$ cat src/rtl/mstat_pkg.sv
package mstat_pkg;

    typedef struct packed {
        logic dcd;
        logic ri;
        logic dsr;
        logic cts;
    } mline_t;

    typedef struct packed {
        logic d_dcd;
        logic fall_ri;
        logic d_dsr;
        logic d_cts;
    } mdelta_t;

    localparam int MCR_W     = 5;
    localparam int LOOP_BIT  = 4;
    localparam int OUT2_BIT  = 3;
    localparam int OUT1_BIT  = 2;
    localparam int RTS_BIT   = 1;
    localparam int DTR_BIT   = 0;

    localparam mline_t LINES_IDLE = '{dcd: 1'b1, ri: 1'b0, dsr: 1'b1, cts: 1'b1};

    function automatic mline_t loop_map(input logic [MCR_W-1:0] mcr);
        mline_t m;
        m.dcd = mcr[OUT2_BIT];
        m.ri  = mcr[OUT1_BIT];
        m.dsr = mcr[DTR_BIT];
        m.cts = mcr[RTS_BIT];
        return m;
    endfunction

    function automatic mdelta_t edge_flags(input mline_t prev, input mline_t now);
        mdelta_t d;
        d.d_dcd   = prev.dcd ^ now.dcd;
        d.fall_ri = prev.ri & ~now.ri;
        d.d_dsr   = prev.dsr ^ now.dsr;
        d.d_cts   = prev.cts ^ now.cts;
        return d;
    endfunction

endpackage

$ cat src/rtl/mstat_sync.sv
module mstat_sync #(
    parameter int WIDTH  = 4,
    parameter int STAGES = 2,
    parameter logic [WIDTH-1:0] RST_VAL = '0
) (
    input  logic             clk,
    input  logic             rst,
    input  logic [WIDTH-1:0] d_i,
    output logic [WIDTH-1:0] q_o
);
    logic [WIDTH-1:0] chain_q [STAGES];

    always_ff @(posedge clk) begin
        if (rst) chain_q[0] <= RST_VAL;
        else     chain_q[0] <= d_i;
    end

    for (genvar s = 1; s < STAGES; s++) begin : g_stage
        always_ff @(posedge clk) begin
            if (rst) chain_q[s] <= RST_VAL;
            else     chain_q[s] <= chain_q[s-1];
        end
    end

    assign q_o = chain_q[STAGES-1];
endmodule

$ cat src/rtl/mstat_track.sv
module mstat_track
    import mstat_pkg::*;
(
    input  logic    clk,
    input  logic    rst,
    input  logic    upd_i,
    input  logic    clr_i,
    input  mline_t  smp_i,
    output mline_t  lvl_o,
    output mdelta_t delta_o
);
    mline_t  lvl_q;
    mdelta_t delta_q;
    mdelta_t set_w;

    always_comb begin
        set_w = '0;
        if (upd_i) set_w = edge_flags(lvl_q, smp_i);
    end

    always_ff @(posedge clk) begin
        if (rst) begin
            lvl_q   <= LINES_IDLE;
            delta_q <= '0;
        end else begin
            if (upd_i) lvl_q <= smp_i;
            delta_q <= (clr_i ? mdelta_t'('0) : delta_q) | set_w;
        end
    end

    assign lvl_o   = lvl_q;
    assign delta_o = delta_q;


    a_r3_fall_sets: assert property (@(posedge clk) disable iff (rst)
        (upd_i && lvl_q.ri && !smp_i.ri) |=> delta_q.fall_ri);

    a_r4_rise_quiet: assert property (@(posedge clk) disable iff (rst)
        (upd_i && !lvl_q.ri && smp_i.ri && !delta_q.fall_ri) |=> !delta_q.fall_ri);

    a_r5_read_clears: assert property (@(posedge clk) disable iff (rst)
        (clr_i && (!upd_i || smp_i == lvl_q)) |=> delta_q == 4'b0);

    a_r6_keep_on_read: assert property (@(posedge clk) disable iff (rst)
        (clr_i && upd_i && (lvl_q.cts != smp_i.cts)) |=> delta_q.d_cts);

    a_r9_loop_hold: assert property (@(posedge clk) disable iff (rst)
        !upd_i |=> $stable(lvl_q));

    a_r11_sticky: assert property (@(posedge clk) disable iff (rst)
        !clr_i |=> ((delta_q & $past(delta_q)) == $past(delta_q)));
endmodule

$ cat src/rtl/mstat_irq.sv
module mstat_irq
    import mstat_pkg::*;
(
    input  logic    en_i,
    input  mdelta_t delta_i,
    output logic    irq_o
);
    assign irq_o = en_i & (|delta_i);


    always_comb begin
        a_r7_gated: assert (!irq_o || en_i);
    end
endmodule

$ cat src/rtl/mstat_reg.sv
module mstat_reg
    import mstat_pkg::*;
#(
    parameter int SYNC_STAGES = 2
) (
    input  logic             clk,
    input  logic             rst,
    input  logic             cts_i,
    input  logic             dsr_i,
    input  logic             ri_i,
    input  logic             dcd_i,
    input  logic [MCR_W-1:0] mcr_i,
    input  logic             msi_en_i,
    input  logic             rd_stb_i,
    output logic [7:0]       rd_data_o,
    output logic             irq_o
);
    logic    loop_w;
    logic    clr_w;
    mline_t  pins_w;
    mline_t  smp_w;
    mline_t  lvl_w;
    mdelta_t delta_w;

    assign loop_w = mcr_i[LOOP_BIT];
    assign clr_w  = rd_stb_i & ~loop_w;
    assign pins_w = '{dcd: dcd_i, ri: ri_i, dsr: dsr_i, cts: cts_i};

    mstat_sync #(
        .WIDTH  ($bits(mline_t)),
        .STAGES (SYNC_STAGES),
        .RST_VAL(LINES_IDLE)
    ) u_sync (
        .clk(clk),
        .rst(rst),
        .d_i(pins_w),
        .q_o(smp_w)
    );

    mstat_track u_track (
        .clk    (clk),
        .rst    (rst),
        .upd_i  (~loop_w),
        .clr_i  (clr_w),
        .smp_i  (smp_w),
        .lvl_o  (lvl_w),
        .delta_o(delta_w)
    );

    mstat_irq u_irq (
        .en_i   (msi_en_i),
        .delta_i(delta_w),
        .irq_o  (irq_o)
    );

    always_comb begin
        if (loop_w) rd_data_o = {loop_map(mcr_i), 4'b0000};
        else        rd_data_o = {lvl_w, delta_w};
    end

    // a pending request survives until a clearing read or a disable
    a_r11_irq_holds: assert property (@(posedge clk) disable iff (rst)
        (irq_o && !clr_w) |=> (irq_o || !msi_en_i));

    a_r10_reset_val: assert property (@(posedge clk)
        rst |=> (rd_data_o == 8'hB0 || loop_w));
endmodule

$ cat config.mk
export PLATFORM = sky130hd
export DESIGN_NAME = mstat_reg
export DESIGN_NICKNAME = d
export VERILOG_FILES = /design/src/rtl/mstat_pkg.sv /design/src/rtl/mstat_sync.sv /design/src/rtl/mstat_track.sv /design/src/rtl/mstat_irq.sv /design/src/rtl/mstat_reg.sv
export SDC_FILE = /design/constraint.sdc
export NUM_CORES = 1
export LEC_CHECK = 0
export BUFFER_PORTS_ARGS = -buffer_cell sky130_fd_sc_hd__buf_2
export CAP_MARGIN = 20
export CELL_PAD_IN_SITES_DETAIL_PLACEMENT = 1
export CELL_PAD_IN_SITES_GLOBAL_PLACEMENT = 2
export CORE_ASPECT_RATIO = 1.2
export CORE_UTILIZATION = 25
export CTS_CLUSTER_DIAMETER = 120
export CTS_CLUSTER_SIZE = 16
export DETAILED_ROUTE_END_ITERATION = 10
export PLACE_DENSITY_LB_ADDON = 0.2
export SYNTH_ARGS = -nofsm -noshare
export SYNTH_HDL_FRONTEND = slang
export SYNTH_SLANG_ARGS = --single-unit
$ cat constraint.sdc
create_clock -name clk -period 0.8 [get_ports clk]
set_input_delay 0.04 -clock clk [delete_from_list [all_inputs] [get_ports clk]]
set_output_delay 0.04 -clock clk [all_outputs]
set_load 0.005 [all_outputs]
==> flow_summary.yaml <==
pwr:
  power_frac_comb: 0.167
  swShare: 0.220
  p_total_w: 0.00165
  clockPowerShare: 0.312
  cellInternalPower_w: 0.00129
  p_per_area_mw_per_mm2: 1660
  p_leak_nw: 0.432
  sequentialPowerShare: 0.521
  vdd_drop_max_v: 0.000769
  p_sw_w: 0.000363
die:
  io_pins: 22
  fp.dieArea_sq_mm: 0.00276
  coreArea_sq_mm: 0.00235
  die_x_um: 48.1
  start_util: 0.271
  core.rowCount: 19
  fp.dieH_um: 57.3
logic_synthesis:
  yosysTopAreaCellShare: 0.502
  synth_area_per_cell_sq_um: 10.8
  synth_nets: 72
  synthFlopType: "dfxtp_1"
  async_reset_ff_frac: 0
  synth_most_common_cell: "dfxtp_1"
  netlist_top_cells_area: "dfxtp_1 50%, nor2b_1 5.9%, or2_2 5.9%"
  yosysSeqAreaShare: 0.502
  ys_top_cells_by_count: "16 x dfxtp_1, 6 x nor2b_1, 6 x or2_2"
  synth-edff-count: 0
  syn_area_sq_um: 638
  synth_seq_cells: 16
  syn-instance-count: 59
  yosysWarnings: 0
  synth_top_cell_by_area: "dfxtp_1"
  yosysUniqueCellTypes: 20
detailed_routing:
  num_vias: 527
  first_pass_iters: 1
  routedWlPerCell_um: 10.2
  viasPerCell: 4.25
  drc: 0
  drtIter0Drc: 0
  ant_nets: 0
  drt-total-wl_um: 1270
cts:
  numCtsBuffers: 3
  cts_max_level: 1
  insertion_delay_ns: 0.28
  clkSinkCount: 16
  cts_root_buf: "clkbuf_4"
  clockBufferDepth: 2
  clk_pin_slew_ns: 0.09
  cts_tree: "done"
grt:
  grt.overflow.total: 0
  grt_use_total: 0.106
  grt_pass1_vias: 534
  grt_max_degree: 18
  grt_pass1_wl_um: 2060
  antenna_found_initial: 0
final_layout:
  layout-drive-gt1-share: 0.688
  nets: 107
  fin_util: 0.422
  area_delta_synth_final_pct: 55.7
  diodes: 0
critical_path:
  rrSetupSlack_ns: -0.01
  crit-reg2reg-capture: "u_track.lvl_o[0]$_SDFFE_PP1N_"
  cp_data_required_time_ns: 0.76
  critPathKind: "reg2out"
  r2r-start: "u_sync.chain_q[1][0]$_SDFF_PP1_"
  r2r_cells: 2
  worstPathMaxFanout: 2
  critPathLaunchType: "flip-flop"
  arrival_ns: 1.13
  cp-end-kind: "output pin"
outcome:
  violations: "setup timing"
  status: "complete, but fails checks"
sta:
  clock_skew_ns: 0.00409
  rsz0062_at_grt: "true"
  hold_violations: 0
  worstMarginPinSlew_ns: 0.307
  fin_crit_sh: 1.46
  slew_viol_final: 0
  setup_violations: 11
  fmax_ghz: 0.854
  setup_slack_ns: -0.371
  period_minus_slack_ns: 1.17
  slew_headroom: 0.795
run:
  drv_cap: 0
hold_path:
  min_path_type: "in2reg"
  min_path_cells: 2
  holdCritStartpoint: "rst"
  min_to: "u_track.lvl_o[2]$_SDFFE_PP0N_"
placement:
  gp_congestion: 0.581
  hpwl_um: 887
  io_buffer_count: 21
[final cells by class]
cell class | count | area (sq um)
fill | 272 | 1360
multi-input combinational | 37 | 338
sequential | 16 | 334
timing repair buffer | 33 | 235
tap | 31 | 38.8
clock buffer | 4 | 36.3
inverter | 3 | 11.3
[worst max-delay path: stages, from the launching register on]
cell and delay (ns):
dfxtp_1 0.32, o41a_1 0.40, buf_2 0.13
[power groups by stage]
stage          clock network [W]  logic [W]  registers [W]
2_1_floorplan                  0   0.000123       0.000870
3_3_place_gp                   0   0.000189       0.000874
3_5_place_dp                   0   0.000192       0.000876
4_1_cts                 0.000545   0.000236       0.000860
5_1_grt                 0.000579   0.000302       0.000865
6_report                0.000515   0.000275       0.000860
[placed cells by master (no fill, tap or decap), types with 3 or more instances in the layout]
cell	instances
buf_2	20
dfxtp_2	8
dfxtp_1	7
or2_2	6
nor2b_1	5
dlygate4sd3_1	4
buf_6	4
buf_4	4
mux2_2	3
nor2_1	3
a211o_1	3
clkbuf_4	3
[flip-flops by register name, summed over array words and instances (netlist names)]
register,cells
u_sync.chain_q,8
u_track.delta_o,4
u_track.lvl_o,4
[repair_timing]
item	in CTS	in global routing
endpoints found under the setup margin	10	15
gates resized for setup	12	13
pin swaps	2	3
hold buffers	4	0
endpoints found under the hold margin	4	0
cloned	0	0
buffers inserted	4	3
[cell families (layout without fill, tap and decap cells)]
group	count (synthesis)	in the layout	share of synthesized area
flip-flops	16	16	0.502
AND/OR/NAND/NOR	21	21	0.190
AO/OA/AOI/OAI	8	8	0.114
multiplexers	5	5	0.0921
buffers and inverters	6	40	0.0608
XOR/XNOR	3	3	0.0412
[how the worst max path moves through the flow]
stage / start / endpoint / cells after the start
after CTS: u_track.delta_o[1]$_SDFF_PP0_ / irq_o / 2
after detailed placement: u_track.delta_o[1]$_SDFF_PP0_ / irq_o / 2
after global placement: u_track.delta_o[1]$_SDFF_PP0_ / irq_o / 2
after global routing: u_track.delta_o[1]$_SDFF_PP0_ / irq_o / 2
final: u_track.delta_o[1]$_SDFF_PP0_ / irq_o / 2
after floorplan: u_track.delta_o[1]$_SDFF_PP0_ / irq_o / 1
[metal layers]
layer  vias up  track usage  wire length [um]
met5         -            0                 0
met4         0       0.0476                12
met3         2       0.0285                44
met2        13        0.195               684
met1       246        0.103               524
li1        266            -                 -
[stage by stage]
step	setup WS [ns]	instances	cell area, sq um	hold slack, ns	setup TNS, ns
finish	-0.371	124	993	0.117	-1.65
detailed placement	-0.0566	111	777	0.227	-0.184
global route	-0.430	124	993	0.124	-2.39
CTS	-0.393	123	910	0.104	-1.82
global placement	-0.0522	111	777	0.222	-0.186
floorplan	0.0570	59	638	0.112	0
Note: power is estimated with default switching activity, not from simulation.
